--- src/rtl/owh_pkg.sv ---
`timescale 1ns/1ps
package owh_pkg;
   typedef enum logic [1:0] {
      PH_IDLE = 2'd0,
      PH_LOW  = 2'd1,
      PH_HIGH = 2'd2,
      PH_REL  = 2'd3
   } phase_e;
endpackage

--- src/rtl/owh_sync.sv ---
`timescale 1ns/1ps
module owh_sync #(
   parameter int   STAGES   = 2,
   parameter logic RST_VAL  = 1'b1
) (
   input  logic clk,
   input  logic rst_n,
   input  logic d,
   output logic q
);
   logic [STAGES-1:0] chain_q;

   genvar gi;
   generate
      for (gi = 0; gi < STAGES; gi++) begin : g_stage
         if (gi == 0) begin : g_first
            always_ff @(posedge clk or negedge rst_n) begin
               if (!rst_n) chain_q[0] <= RST_VAL;
               else        chain_q[0] <= d;
            end
         end else begin : g_next
            always_ff @(posedge clk or negedge rst_n) begin
               if (!rst_n) chain_q[gi] <= RST_VAL;
               else        chain_q[gi] <= chain_q[gi-1];
            end
         end
      end
   endgenerate

   assign q = chain_q[STAGES-1];
endmodule

--- src/rtl/owh_tick_gen.sv ---
`timescale 1ns/1ps
module owh_tick_gen #(
   parameter int RATIO_W = 8
) (
   input  logic               clk,
   input  logic               rst_n,
   input  logic               run,
   input  logic [RATIO_W-1:0] ratio,
   output logic               tick
);
   logic [RATIO_W-1:0] hcnt_q;
   logic               wrap;

   assign wrap = (hcnt_q == ratio - RATIO_W'(1));
   assign tick = run && wrap;

   always_ff @(posedge clk or negedge rst_n) begin
      if (!rst_n)     hcnt_q <= '0;
      else if (!run)  hcnt_q <= '0;
      else if (wrap)  hcnt_q <= '0;
      else            hcnt_q <= hcnt_q + RATIO_W'(1);
   end
endmodule

--- src/rtl/owh_bit_seq.sv ---
`timescale 1ns/1ps
module owh_bit_seq
   import owh_pkg::*;
#(
   parameter int RATIO_W   = 8,
   parameter int BIT_T     = 16,
   parameter int W1_LOW_T  = 4,
   parameter int W0_LOW_T  = 13,
   parameter int RD_LOW_T  = 2,
   parameter int HI_T      = 1,
   parameter int SAMPLE_T  = 10,
   localparam int TCNT_W   = $clog2(BIT_T + 1)
) (
   input  logic               clk,
   input  logic               rst_n,
   input  logic               start,
   input  logic               rd_en,
   input  logic               wr_bit,
   input  logic [RATIO_W-1:0] ratio,
   input  logic               tick,
   input  logic               sync_in,
   output logic               busy,
   output logic               done,
   output logic               rd_bit,
   output logic               wire_oe,
   output logic               wire_out,
   output logic               dir_q,
   output logic [RATIO_W-1:0] ratio_q
);
   phase_e             phase_q, phase_d;
   logic [TCNT_W-1:0]  tcnt_q, tcnt_d, tnext, low_len;
   logic               oe_q, oe_d, out_q, out_d;
   logic               done_q, done_d, rbit_q, rbit_d;
   logic               dir_d, wbit_q, wbit_d;
   logic [RATIO_W-1:0] ratio_d;

   assign tnext   = tcnt_q + TCNT_W'(1);
   assign low_len = dir_q  ? TCNT_W'(RD_LOW_T) :
                    wbit_q ? TCNT_W'(W1_LOW_T) : TCNT_W'(W0_LOW_T);

   always_comb begin
      phase_d = phase_q;
      tcnt_d  = tcnt_q;
      oe_d    = oe_q;
      out_d   = out_q;
      done_d  = 1'b0;
      rbit_d  = rbit_q;
      dir_d   = dir_q;
      wbit_d  = wbit_q;
      ratio_d = ratio_q;
      if (phase_q == PH_IDLE) begin
         if (start) begin
            phase_d = PH_LOW;
            tcnt_d  = '0;
            oe_d    = 1'b1;
            out_d   = 1'b0;
            dir_d   = rd_en;
            wbit_d  = wr_bit;
            ratio_d = (ratio == '0) ? RATIO_W'(1) : ratio;
         end
      end else if (tick) begin
         tcnt_d = tnext;
         if (phase_q == PH_LOW && tnext == low_len) begin
            if (dir_q) begin
               oe_d    = 1'b0;
               phase_d = PH_REL;
            end else begin
               out_d   = 1'b1;
               phase_d = PH_HIGH;
            end
         end
         if (phase_q == PH_HIGH && tnext == low_len + TCNT_W'(HI_T)) begin
            oe_d    = 1'b0;
            out_d   = 1'b0;
            phase_d = PH_REL;
         end
         if (dir_q && tnext == TCNT_W'(SAMPLE_T)) rbit_d = sync_in;
         if (tnext == TCNT_W'(BIT_T)) begin
            phase_d = PH_IDLE;
            oe_d    = 1'b0;
            out_d   = 1'b0;
            done_d  = 1'b1;
         end
      end
   end

   always_ff @(posedge clk or negedge rst_n) begin
      if (!rst_n) begin
         phase_q <= PH_IDLE;
         tcnt_q  <= '0;
         oe_q    <= 1'b0;
         out_q   <= 1'b0;
         done_q  <= 1'b0;
         rbit_q  <= 1'b0;
         dir_q   <= 1'b0;
         wbit_q  <= 1'b0;
         ratio_q <= RATIO_W'(1);
      end else begin
         phase_q <= phase_d;
         tcnt_q  <= tcnt_d;
         oe_q    <= oe_d;
         out_q   <= out_d;
         done_q  <= done_d;
         rbit_q  <= rbit_d;
         dir_q   <= dir_d;
         wbit_q  <= wbit_d;
         ratio_q <= ratio_d;
      end
   end

   assign busy     = (phase_q != PH_IDLE);
   assign done     = done_q;
   assign rd_bit   = rbit_q;
   assign wire_oe  = oe_q;
   assign wire_out = out_q;
endmodule

--- src/rtl/owh_bit_engine.sv ---
`timescale 1ns/1ps
module owh_bit_engine #(
   parameter int RATIO_W     = 8,
   parameter int SYNC_STAGES = 2,
   parameter int BIT_T       = 16,
   parameter int W1_LOW_T    = 4,
   parameter int W0_LOW_T    = 13,
   parameter int RD_LOW_T    = 2,
   parameter int HI_T        = 1,
   parameter int SAMPLE_T    = 10
) (
   input  logic               clk,
   input  logic               rst_n,
   input  logic [RATIO_W-1:0] ratio,
   input  logic               start,
   input  logic               rd_en,
   input  logic               wr_bit,
   output logic               busy,
   output logic               done,
   output logic               rd_bit,
   output logic               wire_oe,
   output logic               wire_out,
   input  logic               wire_in
);
   generate
      if (RATIO_W < 1)                  begin : g_bad_w   $error("RATIO_W must be >= 1");                    end
      if (SYNC_STAGES < 2)              begin : g_bad_s   $error("SYNC_STAGES must be >= 2");                end
      if (W1_LOW_T + HI_T > 8)          begin : g_bad_w1  $error("write-1 high must begin by target cycle 8"); end
      if (RD_LOW_T < 2 || RD_LOW_T >= 7) begin : g_bad_rd $error("read low must span 2..6 target cycles");    end
      if (W0_LOW_T <= SAMPLE_T + 1)     begin : g_bad_w0  $error("write-0 low must cover sample plus skew");  end
      if (SAMPLE_T <= RD_LOW_T)         begin : g_bad_sp  $error("sample must follow read release");          end
      if (W0_LOW_T + HI_T >= BIT_T)     begin : g_bad_bt  $error("bit period too short");                     end
   endgenerate

   logic               tick, sync_in, dir_q;
   logic [RATIO_W-1:0] ratio_q;

   owh_sync #(.STAGES(SYNC_STAGES), .RST_VAL(1'b1)) u_sync (
      .clk (clk), .rst_n (rst_n), .d (wire_in), .q (sync_in)
   );

   owh_tick_gen #(.RATIO_W(RATIO_W)) u_tick (
      .clk (clk), .rst_n (rst_n), .run (busy), .ratio (ratio_q), .tick (tick)
   );

   owh_bit_seq #(
      .RATIO_W (RATIO_W), .BIT_T (BIT_T), .W1_LOW_T (W1_LOW_T),
      .W0_LOW_T (W0_LOW_T), .RD_LOW_T (RD_LOW_T), .HI_T (HI_T),
      .SAMPLE_T (SAMPLE_T)
   ) u_seq (
      .clk (clk), .rst_n (rst_n), .start (start), .rd_en (rd_en),
      .wr_bit (wr_bit), .ratio (ratio), .tick (tick), .sync_in (sync_in),
      .busy (busy), .done (done), .rd_bit (rd_bit), .wire_oe (wire_oe),
      .wire_out (wire_out), .dir_q (dir_q), .ratio_q (ratio_q)
   );
endmodule

--- config.mk ---
export PLATFORM = sky130hd
export DESIGN_NAME = owh_bit_engine
export DESIGN_NICKNAME = d
export VERILOG_FILES = /design/src/rtl/owh_pkg.sv /design/src/rtl/owh_sync.sv /design/src/rtl/owh_tick_gen.sv /design/src/rtl/owh_bit_seq.sv /design/src/rtl/owh_bit_engine.sv
export SDC_FILE = /design/constraint.sdc
export NUM_CORES = 1
export LEC_CHECK = 0
export BUFFER_PORTS_ARGS = -buffer_cell sky130_fd_sc_hd__buf_4
export CORE_MARGIN = 10
export CORE_UTILIZATION = 30
export CTS_BUF_LIST = sky130_fd_sc_hd__clkbuf_4 sky130_fd_sc_hd__clkbuf_8
export DETAILED_ROUTE_END_ITERATION = 8
export GPL_ROUTABILITY_DRIVEN = 0
export PLACE_DENSITY = 0.6
export SLEW_MARGIN = 20
export SYNTH_ARGS = -nofsm -noshare
export SYNTH_HDL_FRONTEND = slang
export SYNTH_HIERARCHICAL = 1
export SYNTH_SLANG_ARGS = --single-unit
export TNS_END_PERCENT = 10
--- constraint.sdc ---
create_clock -name clk -period 2.67 [get_ports clk]
set_input_delay 0.267 -clock clk [delete_from_list [all_inputs] [get_ports clk]]
set_output_delay 0.267 -clock clk [all_outputs]
set_load 0.005 [all_outputs]
# Word level (Yosys, flattened, before mapping)
# Index checks and enable logic that the tools add are counted.
dict set report word_totals {
  in_bits 14
  regBits 31
  out_inout_bits 5
}
dict set report classes {
  eq_ne 9
  mux 32
  n_bitwise 1
  n_addsub 4
  reduce_logical 16
}
# op count
set op_table {}
lappend op_table {{8-bit two-way mux} 3}
lappend op_table {{5-bit two-way mux} 4}
lappend op_table {{1-bit two-way mux} 18}
lappend op_table {{2-bit two-way mux} 6}
lappend op_table {{5-bit by 1-bit adder with 5-bit output, second input constant} 2}
lappend op_table {{5-bit == test} 2}
lappend op_table {{8-bit by 1-bit adder with 8-bit output, second input constant} 1}
lappend op_table {{8-bit == test} 1}
lappend op_table {{8-bit zero test} 1}
lappend op_table {{4-bit AND reduction} 2}
lappend op_table {{4-bit nonzero test} 2}
lappend op_table {{8-bit by 1-bit subtractor with 8-bit output, second input constant} 1}
lappend op_table {{3-bit AND reduction} 2}
lappend op_table {{5-bit by 4-bit == test with 1-bit output, second input constant} 1}
lappend op_table {{5-bit == test, second input constant} 1}
lappend op_table {{1-bit logical AND} 4}
lappend op_table {{4-bit two-way mux} 1}
lappend op_table {{4-bit != test, second input constant} 1}
lappend op_table {{2-bit AND reduction} 2}
lappend op_table {{2-bit nonzero test} 2}
lappend op_table {{2-bit by 1-bit == test with 1-bit output, second input constant} 1}
lappend op_table {{2-bit == test, second input constant} 1}
lappend op_table {{2-bit zero test} 1}
lappend op_table {{2-bit != test, second input constant} 1}
lappend op_table {{1-bit NOT} 1}

# Logic depth before layout (Yosys ltp)
dict set report logic_depth {
  ltp_word 9
  depth_mapped 12
}

# Hierarchy
# The synthesis kept the hierarchy.
# mod cells_each area_per_inst_um2 seq_area_each_um2 instances
set by_module_without_submodules {}
lappend by_module_without_submodules {owh_bit_seq 117 1222.4 526.8 1}
lappend by_module_without_submodules {owh_tick_gen 68 644.4 200.2 1}
lappend by_module_without_submodules {owh_sync 2 52.6 52.6 1}

# Worst setup path after synthesis
# Ideal clock, no wire load.
dict set report synth_timing {
  path_type {register to register}
  startpoint {register u_seq.ratio_q[0]}
  endpoint {register u_seq.phase_q[0]}
  path_slack_ns -0.260
  arrival_ns 2.805
  n_path_buf 0
  setup_ns 0.125
  required_ns 2.545
  path_stages_with_launch 13
  cell_sequence {dfstp_2 -> inv_1 -> ha_1 -> or3b_4 -> nor3_4 -> xnor2_1 -> nor4_4 -> and3_1 -> mux2i_1 -> nor3_1 -> nand3_1 -> o211ai_2 -> mux2_4}
}
dict set report synth_via {
  elab_chain_cells 5
}
# element line_no
set synth_rtl {}
lappend synth_rtl {{start, declared} owh_bit_seq.sv:28} ;# output logic [RATIO_W-1:0] ratio_q
lappend synth_rtl {{start signal, assigned} owh_bit_seq.sv:107} ;# ratio_q <= ratio_d;
lappend synth_rtl {{8-bit by 1-bit subtractor with 8-bit output} owh_tick_gen.sv:14} ;# assign wrap = (hcnt_q == ratio - RATIO_W'(1));
lappend synth_rtl {{8-bit == test} owh_tick_gen.sv:14}
lappend synth_rtl {{1-bit logical AND} owh_tick_gen.sv:15} ;# assign tick = run && wrap;
lappend synth_rtl {{via tick} owh_bit_engine.sv:35} ;# logic tick, sync_in, dir_q;
lappend synth_rtl {{2-bit nonzero test (no line)} n/a}
lappend synth_rtl {{3-bit AND reduction (no line)} n/a}
lappend synth_rtl {{end signal, assigned} owh_bit_seq.sv:99} ;# phase_q <= phase_d;
lappend synth_rtl {{end, declared} owh_bit_seq.sv:30} ;# phase_e phase_q, phase_d;
# The timed path passes the listed nets, and every way through them passes these cells.
# A chain may end at the register's enable or synchronous reset.

# Worst setup path in the final report
dict set report layout_timing {
  startpoint {register u_seq.ratio_q[1]}
  endpoint {register u_seq.phase_q[0]}
}
# The elaborated chain is that of the path after synthesis.

==> results.md <==
* Period utilization at ~99%
* RSZ-0062 raised after global routing: true
* Hold Path Class: input port to register
* Post-DRT Antenna Nets at 0
* Antenna diodes at 0
* Status: completed
* Largest net degree at the start of global routing at 32
* Sequential fraction of the synthesis area at between 40% and 50%
* Post-synthesis cell count at around 190
* Kind of critical path: register to register
* Met2 GRT Util at between 10% and 20%
* H-tree depth at 2
* CP Capture Type: register
* Ys async rst share at 100%
* Min cycle time layout at approximately 2.7 ns
* Skew final at 0.00878 ns
* CTS Buffer Depth at 2
* First-pass GRT wire length at around 7 mm
* Final Core Density at approximately 36%
* Area grow syn2layout at 18.3%
* Clock transition at path regs at 0.07 ns
* DRT Pass-1 Iters at 4
* Post-synth top flop: dfrtp_1
* Flop2flop setup slack at around 0.017 ns
* Core ar. at about 6300 µm²
* Mean routed wirelength per cell at 14.2 µm
* Initial antenna violation count at 0
* Post-synth EDFFs at 0
* Vias/cell at roughly 5.0
* Busiest grt layer: met2
* Critical R2R Launch: u_seq/ratio_q[1]
* Pins Over Slew Limit at 0
* Worst-Margin Slew at between 0.4 and 0.5 ns
* Tot GR Track Use at under 10%
* Port Buffers at 18
* Half-perimeter wire length after placement at 3.00 mm
* Width of the die at about 100 µm
* Gr ovfl total at 0
* Final wirelength at about 4 mm
* Routed vias at 1,436
* Critical Path End: u_seq/phase_q[0]
* Initial core utilization at a little under a third
* Post-synthesis cell area at 1920 µm²
* Die height at 100 µm
* Synth Register Bits at 31
* Met3 global-route usage at around 1.8%
* Iter 0 DRT Violations at roughly 60
* Clock sinks at 31
* Total die area at 10000 µm²
* Inst Count DP at 280
* CP Data Required Time at between 2 and 3 ns
* Met1 usage at 10.7%
* Layout cells sized above 1 at between 30% and 40%
* R2r endpoint: u_seq/phase_q[0]
* Yosys cell types at 51
* FF-to-FF path depth at 12
* Area share of the largest cell type after synthesis at a little over a third
* CP arrival at about 2.8 ns
* Crit path launch type: register
* Final non-filler cell total at slightly below 300
* Area leader, netlist: dfrtp_1
* CP max FO at 4
* CTS tree: built
* Slew HR at 73.3%
* NumNets Final at 230
* Clk Latency, worst-skew pair at 0.29 ns
* PwrDens at 871 nW/µm²
* Number of remaining DRC errors at 0
* Total CTS buffers at 5
* I/O Pins at 19
* Cells taking the most area after synthesis: dfrtp_1, xor2_1, mux2_2, dfstp_2, xnor2_1
* Vias in the first global route at approximately 1,400
* Syn. warnings at 6
* Leak at approximately 0.98 nW
* Worst VDD drop at about 0.32 mV
* Post-synthesis net count at around 200
* Crit. Startpoint: u_seq/ratio_q[1]
* Clock root buffer: clkbuf_8
* Achievable clock frequency at ~380 MHz
* Count of final hold-check violations at 0
* Row count at 29
* Max_cap viols at 0
* Final setup viols at 0
* Avg Inst Size Synth at about 10 µm²
==> routing by layer <==
layer / wire length (µm) / vias up
li1: - / 713
met1: 1950 / 696
met2: 1960 / 23
met3: 123 / 4
met4: 67 / 0
met5: 0 / -
==> synthesized netlist by cell type, drive strengths merged (2+ instances only) <==
| master | n |
|---|---|
| a211oi | 7 |
| a21o | 2 |
| a21oi | 8 |
| a31o | 2 |
| and2 | 3 |
| and3 | 5 |
| buf | 9 |
| dfrtp | 28 |
| dfstp | 3 |
| ha | 5 |
| inv | 8 |
| mux2 | 10 |
| mux2i | 2 |
| nand2 | 12 |
| nand3 | 11 |
| nand4 | 5 |
| nor2 | 9 |
| nor2b | 2 |
| nor3 | 4 |
| nor3b | 2 |
| nor4 | 3 |
| o211ai | 2 |
| o21ai | 13 |
| or3 | 2 |
| xnor2 | 9 |
| xor2 | 12 |
==> stage by stage <==
step | cell area [µm²] | hold slack [ns] | setup TNS [ns] | total power, mW | setup WS, ns
after floorplan | 1940 | -0.0286 | -0.0493 | 1.35 | -0.0493
after global placement | 2150 | 0.233 | 0 | 1.55 | 0.110
after detailed placement | 2150 | 0.230 | -0.00152 | 1.57 | -0.00152
after CTS | 2270 | 0.0699 | 0 | 2.00 | 0.00393
after global routing | 2270 | 0.0678 | -0.158 | 2.13 | -0.151
final | 2270 | 0.0823 | 0 | 1.98 | 0.0173
==> worst min path at each step <==
stage,startpoint,to,slack [ns],cells past startpoint
finish,wire_in,u_sync/chain_q[0],0.08,1
global route,wire_in,u_sync/chain_q[0],0.07,1
CTS,wire_in,u_sync/chain_q[0],0.07,1
detailed placement,rst_n,u_seq/wire_oe,0.23,1
global placement,rst_n,u_seq/wire_oe,0.23,1
floorplan,rst_n,u_seq/dir_q,-0.03,0
==> where the power goes <==
group,switching [mW],internal [mW],leakage [nW]
Clock,0.183,0.234,0.0505
Sequential,0.160,0.595,0.392
Combinational,0.420,0.387,0.540
==> cells by family (layout without fill, tap and decap cells) <==
logic type / count (synthesis) / in the layout / share of synthesized area, %
DFF: 31 / 31 / 40.6
AOI/OAI and AO/OA: 41 / 41 / 14.9
buffers and inverters: 17 / 42 / 5.15
xor gates and xnor gates: 21 / 21 / 9.97
and+or+nand+nor: 60 / 60 / 19.0
muxes: 12 / 12 / 7.11
adders and majority gates: 5 / 5 / 3.26
==> placed cells by master, fill, tap and decap left out, types with 4 or more instances in the layout <==
cell / n
a211oi_1: 7
a21oi_1: 7
and3_1: 4
buf_4: 25
clkbuf_8: 7
dfrtp_1: 28
ha_1: 4
inv_1: 7
mux2_2: 8
nand2_1: 12
nand3_1: 9
nand4_1: 5
nor2_1: 6
o21ai_0: 12
xnor2_1: 8
xor2_1: 11
==> registers in the layout, summed over array words and instances, names as in the netlist <==
name            flops
u_sync/q            1
u_seq/wire_out      1
u_seq/done          1
u_seq/wire_oe       1
u_seq/wbit_q        1
u_seq/phase_q       2
u_seq/tcnt_q        5
u_seq/ratio_q       8
u_seq/dir_q         1
u_sync/chain_q      1
u_tick/hcnt_q       8
u_seq/rd_bit        1
==> cell type report <==
cell class	instances	area [µm²]
flip-flops and latches	31	779
inverters	8	30.0
well taps	77	96.3
clock buffers	7	96.3
multi-input cells	139	1060
clock inverters	1	7.51
fillers	625	4010
repair buffers	26	198
==> critical path, stage by stage, from the launching register on <==
cell      delay, ns
dfrtp_1        0.38
inv_1          0.06
ha_2           0.17
or3b_4         0.40
nor3_4         0.15
xnor2_2        0.09
nor4_4         0.22
and3_4         0.25
mux2i_1        0.08
nor3_2         0.18
nand3_1        0.12
o211ai_2       0.10
mux2_4         0.31
==> what timing repair did <==
item                                   4_1_cts  5_1_grt
setup endpoints to repair                    0        2
hold buffers                                 1        0
setup buffers                                0        0
resized for setup                            0        2
endpoints found under the hold margin       28        0
No activity file was read; power rests on OpenSTA's default activity.
